**config.mk**
```make
export PLATFORM = sky130hd
export DESIGN_NAME = write_guard
export DESIGN_NICKNAME = d
export VERILOG_FILES = /design/src/rtl/guard_pkg.sv /design/src/rtl/guard_sync.sv /design/src/rtl/guard_ctrl.sv /design/src/rtl/guard_filter.sv /design/src/rtl/write_guard.sv
export SDC_FILE = /design/constraint.sdc
export NUM_CORES = 1
export LEC_CHECK = 0
export BUFFER_PORTS_ARGS = -buffer_cell sky130_fd_sc_hd__buf_2
export CAP_MARGIN = 20
export CORE_AREA = 2 2 86 88
export CTS_CLUSTER_SIZE = 10
export DETAILED_ROUTE_END_ITERATION = 10
export DIE_AREA = 0 0 88 90
export PLACE_DENSITY_LB_ADDON = 0.25
export SLEW_MARGIN = 20
export SYNTH_ARGS = -nofsm -noshare
export SYNTH_HDL_FRONTEND = slang
export SYNTH_SLANG_ARGS = --single-unit
```
**constraint.sdc**
```tcl
create_clock -name clk -period 2.75 [get_ports clk]
set_input_delay 0.55 -clock clk [delete_from_list [all_inputs] [get_ports clk]]
set_output_delay 0.55 -clock clk [all_outputs]
set_load 0.05 [all_outputs]
```
**src/rtl/guard_pkg.sv**
```systemverilog
package guard_pkg;

  // Strobes from the control side to the filter datapath
  typedef struct packed {
    logic allow;      // programming allowed this cycle
    logic clearCnt;   // restart the width measurement
  } guardCmd_t;

endpackage

```
**src/rtl/guard_sync.sv**
```systemverilog
module guard_sync #(
  parameter int WIDTH  = 1,
  parameter int STAGES = 2
) (
  input  logic             clk,
  input  logic             rstN,
  input  logic [WIDTH-1:0] d,
  output logic [WIDTH-1:0] q
);

  logic [STAGES-1:0][WIDTH-1:0] stage;

  // First stage samples the raw input; reset to inactive (all ones)
  always_ff @(posedge clk or negedge rstN) begin
    if (!rstN) stage[0] <= '1;
    else       stage[0] <= d;
  end

  for (genvar i = 1; i < STAGES; i++) begin : g_stage
    always_ff @(posedge clk or negedge rstN) begin
      if (!rstN) stage[i] <= '1;
      else       stage[i] <= stage[i-1];
    end
  end

  assign q = stage[STAGES-1];

endmodule

```
**src/rtl/guard_ctrl.sv**
```systemverilog
module guard_ctrl
  import guard_pkg::*;
#(
  parameter int LOCK_CYCLES = 2500000,
  parameter int SYNC_STAGES = 2
) (
  input  logic      clk,
  input  logic      rstN,
  input  logic      supplyOk,
  input  logic      oeRawN,
  output logic      progAllowed,
  output guardCmd_t cmd
);

  localparam int LW = (LOCK_CYCLES > 2) ? $clog2(LOCK_CYCLES) : 1;
  localparam logic [LW-1:0] LOCK_LAST = LW'(LOCK_CYCLES - 1);

  logic          oeSyncN;
  logic [LW-1:0] lockCnt;
  logic          lockDone;

  guard_sync #(.WIDTH(1), .STAGES(SYNC_STAGES)) oe_sync_i (
    .clk (clk),
    .rstN(rstN),
    .d   (oeRawN),
    .q   (oeSyncN)
  );

  // Power-up lockout: restarts whenever the supply drops
  always_ff @(posedge clk or negedge rstN) begin
    if (!rstN) begin
      lockCnt  <= '0;
      lockDone <= 1'b0;
    end else if (!supplyOk) begin
      lockCnt  <= '0;
      lockDone <= 1'b0;
    end else if (!lockDone) begin
      if (lockCnt == LOCK_LAST) lockDone <= 1'b1;
      else                      lockCnt  <= lockCnt + 1'b1;
    end
  end

  assign progAllowed  = supplyOk & lockDone & oeSyncN;
  assign cmd.allow    = progAllowed;
  assign cmd.clearCnt = ~progAllowed;

  // a supply drop always clears the lockout on the next edge
  a_r4_restart: assert property (@(posedge clk) disable iff (!rstN)
    !supplyOk |=> !lockDone);

  // the lockout can only complete on an edge where supply was good
  a_r3_lockout_supply: assert property (@(posedge clk) disable iff (!rstN)
    $rose(lockDone) |-> $past(supplyOk));

  // the counter never runs past its terminal value
  a_r3_no_overflow: assert property (@(posedge clk) disable iff (!rstN)
    lockCnt <= LOCK_LAST);

endmodule

```
**src/rtl/guard_filter.sv**
```systemverilog
module guard_filter
  import guard_pkg::*;
#(
  parameter int MIN_LOW     = 4,
  parameter int SYNC_STAGES = 2
) (
  input  logic      clk,
  input  logic      rstN,
  input  logic      ceRawN,
  input  logic      weRawN,
  input  guardCmd_t cmd,
  output logic      ceCleanN,
  output logic      weCleanN
);

  localparam int NSTROBE = 2;   // index 0 = chip enable, 1 = write enable
  localparam int CW = (MIN_LOW > 2) ? $clog2(MIN_LOW) : 1;
  localparam logic [CW-1:0] CNT_LAST = CW'(MIN_LOW - 1);

  logic [NSTROBE-1:0] syncN;
  logic [NSTROBE-1:0] lowNow;
  logic [NSTROBE-1:0] cleanN;
  logic               bothLow;

  guard_sync #(.WIDTH(NSTROBE), .STAGES(SYNC_STAGES)) strobe_sync_i (
    .clk (clk),
    .rstN(rstN),
    .d   ({weRawN, ceRawN}),
    .q   (syncN)
  );

  assign lowNow  = ~syncN;
  assign bothLow = &lowNow;

  for (genvar i = 0; i < NSTROBE; i++) begin : g_strobe
    logic [CW-1:0] widthCnt;
    logic          qualified;

    // Count consecutive low cycles; saturate at the qualifying width
    always_ff @(posedge clk or negedge rstN) begin
      if (!rstN)                          widthCnt <= '0;
      else if (cmd.clearCnt || syncN[i])  widthCnt <= '0;
      else if (widthCnt != CNT_LAST)      widthCnt <= widthCnt + 1'b1;
    end

    assign qualified = (widthCnt == CNT_LAST);
    assign cleanN[i] = ~(qualified & bothLow & cmd.allow);

    // a release at the synchronizer output is seen at once
    a_r9_release: assert property (@(posedge clk) disable iff (!rstN)
      $rose(syncN[i]) |-> cleanN[i]);

    // a cleaned low needs both synchronized strobes low
    a_r6_both_low: assert property (@(posedge clk) disable iff (!rstN)
      !cleanN[i] |-> (lowNow == 2'b11));

    if (MIN_LOW > 1) begin : g_width
      // a cleaned low implies the strobe was already low and allowed one cycle earlier
      a_r7_min_width: assert property (@(posedge clk) disable iff (!rstN)
        !cleanN[i] |-> ($past(lowNow[i]) && $past(cmd.allow)));
    end
  end

  assign ceCleanN = cleanN[0];
  assign weCleanN = cleanN[1];

endmodule

```
**src/rtl/write_guard.sv**
```systemverilog
module write_guard
  import guard_pkg::*;
#(
  parameter int LOCK_CYCLES = 2500000,
  parameter int MIN_LOW     = 4,
  parameter int SYNC_STAGES = 2
) (
  input  logic clk,
  input  logic rstN,
  input  logic supplyOk,
  input  logic ceRawN,
  input  logic weRawN,
  input  logic oeRawN,
  output logic ceCleanN,
  output logic weCleanN,
  output logic progAllowed
);

  guardCmd_t cmd;

  guard_ctrl #(.LOCK_CYCLES(LOCK_CYCLES), .SYNC_STAGES(SYNC_STAGES)) ctrl_i (
    .clk        (clk),
    .rstN       (rstN),
    .supplyOk   (supplyOk),
    .oeRawN     (oeRawN),
    .progAllowed(progAllowed),
    .cmd        (cmd)
  );

  guard_filter #(.MIN_LOW(MIN_LOW), .SYNC_STAGES(SYNC_STAGES)) filter_i (
    .clk     (clk),
    .rstN    (rstN),
    .ceRawN  (ceRawN),
    .weRawN  (weRawN),
    .cmd     (cmd),
    .ceCleanN(ceCleanN),
    .weCleanN(weCleanN)
  );

  // no cleaned strobe ever reaches the loader without permission
  a_r2_gate: assert property (@(posedge clk) disable iff (!rstN)
    (!ceCleanN || !weCleanN) |-> progAllowed);

  // without supply there is never permission
  a_r2_supply: assert property (@(posedge clk) disable iff (!rstN)
    !supplyOk |-> (ceCleanN && weCleanN && !progAllowed));

endmodule

```
==> results.py <==
metrics = {
    "status": {
        "status": "complete, no violations",
    },
    "clocking": {
        "postCtsHoldBufs": 0,
        "cts_resized": 0,
        "cts_tree": "yes",
        "cts.path.max_buffers": 2,
        "clock-sinks": 33,
        "cts_root_buf": "clkbuf_8",
        "path_clk_slew_ns": 0.07,
        "clock_latency_ns": 0.29,
        "cts_setup_buffers": 0,
        "cts-htree-levels": 2,
        "numCtsBuffers": 5,
    },
    "routing": {
        "drc": 0,
        "drt_iter0_drc": 106,
        "postRouteAntennaNets": 0,
        "postRouteWirelength_um": 3883,
        "drt_pass1_iterations": 4,
        "vias": 1379,
        "via_per_inst": 4.890,
        "routedWlPerCell_um": 13.77,
    },
    "timing": {
        "skew_ns": 0.005567,
        "fin_setup_tns_ns": 0,
        "worst_pin_slew_ns": 0.7534,
        "report.final.hold_viol_count": 0,
        "slew_headroom_pct": 49.77,
        "rsz0062_at_grt": "no",
        "fmax_mhz": 414.2,
        "slew_violations": 0,
        "min_period_over_period_pct": 87.78,
        "period_minus_slack_ns": 2.414,
        "finalSetupViolCount": 0,
    },
    "yosys": {
        "yosysWarnings": 0,
        "synth.avg_cell_area_um2": 10.31,
        "syn_nets": 176,
        "seq_area_frac_synth_pct": 48.40,
        "synth-edff-count": 0,
        "ys.flop_type": "dfrtp_1",
        "synth_area_mm2": 0.001722,
        "synthCells": 167,
        "synth.lib_cells_used.distinct": 43,
        "synth_async_sr_flop_share_pct": 100.0,
        "ys_seq_elements": 33,
    },
    "critical_path": {
        "worstPathRequired_ns": 2.88,
        "rr_endpoint": "ctrl_i.lockCnt[3]",
        "crit_buf_inv": 0,
        "max_stage_delay_ns": 0.54,
        "path_delay_family": "simple AND/OR/NAND/NOR gates",
        "reg2reg_depth": 4,
        "path_cells": "or4b_1 > or4_4 > o41ai_4 > o311ai_0",
        "arrival_ns": 2.54,
        "cp_max_fo": 10,
        "r2r_slack_ns": 0.34,
        "cp-end-kind": "flop",
        "cp_slowest_cell": "or4b_1",
        "path_class": "flop to flop",
        "regToRegStartpoint": "ctrl_i.lockCnt[15]",
        "worst_setup_path_start_kind": "flop",
    },
    "grt": {
        "grt_overflow_total": 0,
        "grt_pass1_vias": 1309,
        "antenna_found_initial": 0,
        "grt_pass1_wl_um": 6644,
        "grt_usage_pct": 10.66,
        "grt_max_degree": 34,
    },
    "die": {
        "dieArea_mm2": 0.007920,
        "initial_core_util_pct": 24.52,
        "die_w_um": 88,
        "core.rowCount": 31,
        "ios": 9,
        "die_y_um": 90,
        "core_area_mm2": 0.007020,
    },
    "finish": {
        "layout_commonest_cell": "dfrtp_1",
        "drive_gt1_share_pct": 19.13,
        "syn2layout_area_growth_pct": 16.79,
        "nets": 191,
        "layout_common_cells": "dfrtp_1, nand2_1, nand3_1",
        "antenna_cells": 0,
    },
    "placement": {
        "routabilityCongestion": 0.8089,
        "io_buffers": 8,
        "hpwl_um": 2779,
    },
    "power_and_ir_drop": {
        "irDropWorstVdd_v": 0.0001634,
        "pwr_density_cell_mw_per_mm2": 497.5,
        "power_w": 0.001000,
        "p_leak_nw": 0.8204,
    },
    "run": {
        "maxCapViolCount": 0,
    },
    "min_path": {
        "hold_path_class": "input pin to async pin",
    },
}
==> per-stage QoR <==
| step | area (um2) | worst slack (ns) | hold WS [ns] | util (%) | std cells |
|---|---|---|---|---|---|
| after floorplan | 1722 | 0.6342 | 0.2544 | - | 167 |
| after global placement | 1896 | 0.4042 | 0.3468 | 27.00 | 274 |
| after detailed placement | 1896 | 0.3788 | 0.3469 | 27.00 | 274 |
| after CTS | 2011 | 0.3338 | 0.3448 | 28.64 | 282 |
| after global routing | 2011 | 0.2390 | 0.3338 | 28.64 | 282 |
| final | 2011 | 0.3360 | 0.3206 | 28.64 | 282 |
==> worst max path at each step <==
stage | from | end | slack, ns | depth (start not counted)
floorplan | ctrl_i.lockCnt[15] | ctrl_i.lockCnt[3] | 0.63 | 4
global placement | ctrl_i.lockCnt[15] | ctrl_i.lockCnt[3] | 0.40 | 4
detailed placement | ctrl_i.lockCnt[15] | ctrl_i.lockCnt[3] | 0.38 | 4
CTS | ctrl_i.lockCnt[15] | ctrl_i.lockCnt[3] | 0.33 | 4
global route | ctrl_i.lockCnt[15] | ctrl_i.lockCnt[3] | 0.24 | 4
finish | ctrl_i.lockCnt[15] | ctrl_i.lockCnt[3] | 0.34 | 4
==> final cells by class <==
type / instances / area, um2
fill: 738 / 5010
multi-input combinational: 126 / 849.6
sequential: 33 / 833.3
tap: 99 / 123.9
timing repair buffer: 13 / 77.57
clock buffer: 5 / 68.82
clock inverter: 3 / 46.29
inverter: 3 / 11.26
==> worst reg2reg max path: stages (launching register included) <==
cell and delay (ns):
dfrtp_1 0.44, or4b_1 0.54, or4_4 0.50, o41ai_4 0.54, o311ai_0 0.25
==> state kept, by name (all words and copies together), names as in the netlist <==
register and cells:
ctrl_i.lockCnt 22, ctrl_i.lockDone 1, ctrl_i.oe_sync_i.q 1, ctrl_i.oe_sync_i.stage 1, filter_i.g_strobe.widthCnt 4, filter_i.strobe_sync_i.q 2
filter_i.strobe_sync_i.stage 2
==> per-layer routing <==
layer | track usage (%) | routed length (um) | vias up
met3 | 2.479 | 173 | 5
met1 | 15.21 | 1876 | 669
met2 | 15.78 | 1769 | 26
met5 | 0 | 0 | -
li1 | - | - | 679
met4 | 3.462 | 63 | 0
==> kinds of logic after synthesis <==
group,Yosys count,synth area share [%]
AND/OR/NAND/NOR,83,27.69
flip-flops,33,48.40
AO/OA/AOI/OAI,30,14.10
buffers and inverters,8,2.252
XOR/XNOR,6,3.052
multiplexers,4,2.326
adder cells (fa/ha/maj),3,2.180
==> synth_stat cells (2+ instances only) <==
cell type | count | share of area (%)
nand4b_1 | 3 | 1.5
o31ai_1 | 7 | 3.1
and3_1 | 4 | 1.5
nand4_1 | 7 | 2.5
mux2i_1 | 4 | 2.3
or3_1 | 2 | 0.73
clkbuf_1 | 3 | 0.65
inv_1 | 2 | 0.44
or4_2 | 2 | 1.0
nand2_1 | 23 | 5.0
a31o_2 | 2 | 1.0
o41ai_1 | 2 | 1.0
nor3_1 | 6 | 1.7
dfstp_2 | 6 | 9.2
dfrtp_1 | 27 | 39
o21ai_0 | 3 | 0.87
a21oi_1 | 3 | 0.87
o211ai_1 | 4 | 1.7
ha_1 | 3 | 2.2
nor2_1 | 3 | 0.65
nand2b_1 | 4 | 1.5
xor2_1 | 5 | 2.5
and2_1 | 2 | 0.73
nand3_1 | 11 | 3.2
nor4_1 | 3 | 1.1
or4_1 | 6 | 2.6
o311ai_0 | 4 | 2.0
==> power breakdown <==
part | internal [W] | leakage, nW | total (W) | switching, W
logic | 0.0000112 | 0.328 | 0.0000388 | 0.0000276
clock network | 0.000271 | 0.0543 | 0.000458 | 0.000187
registers | 0.000497 | 0.438 | 0.000503 | 0.00000636
No activity file was read; power rests on OpenSTA's default activity.
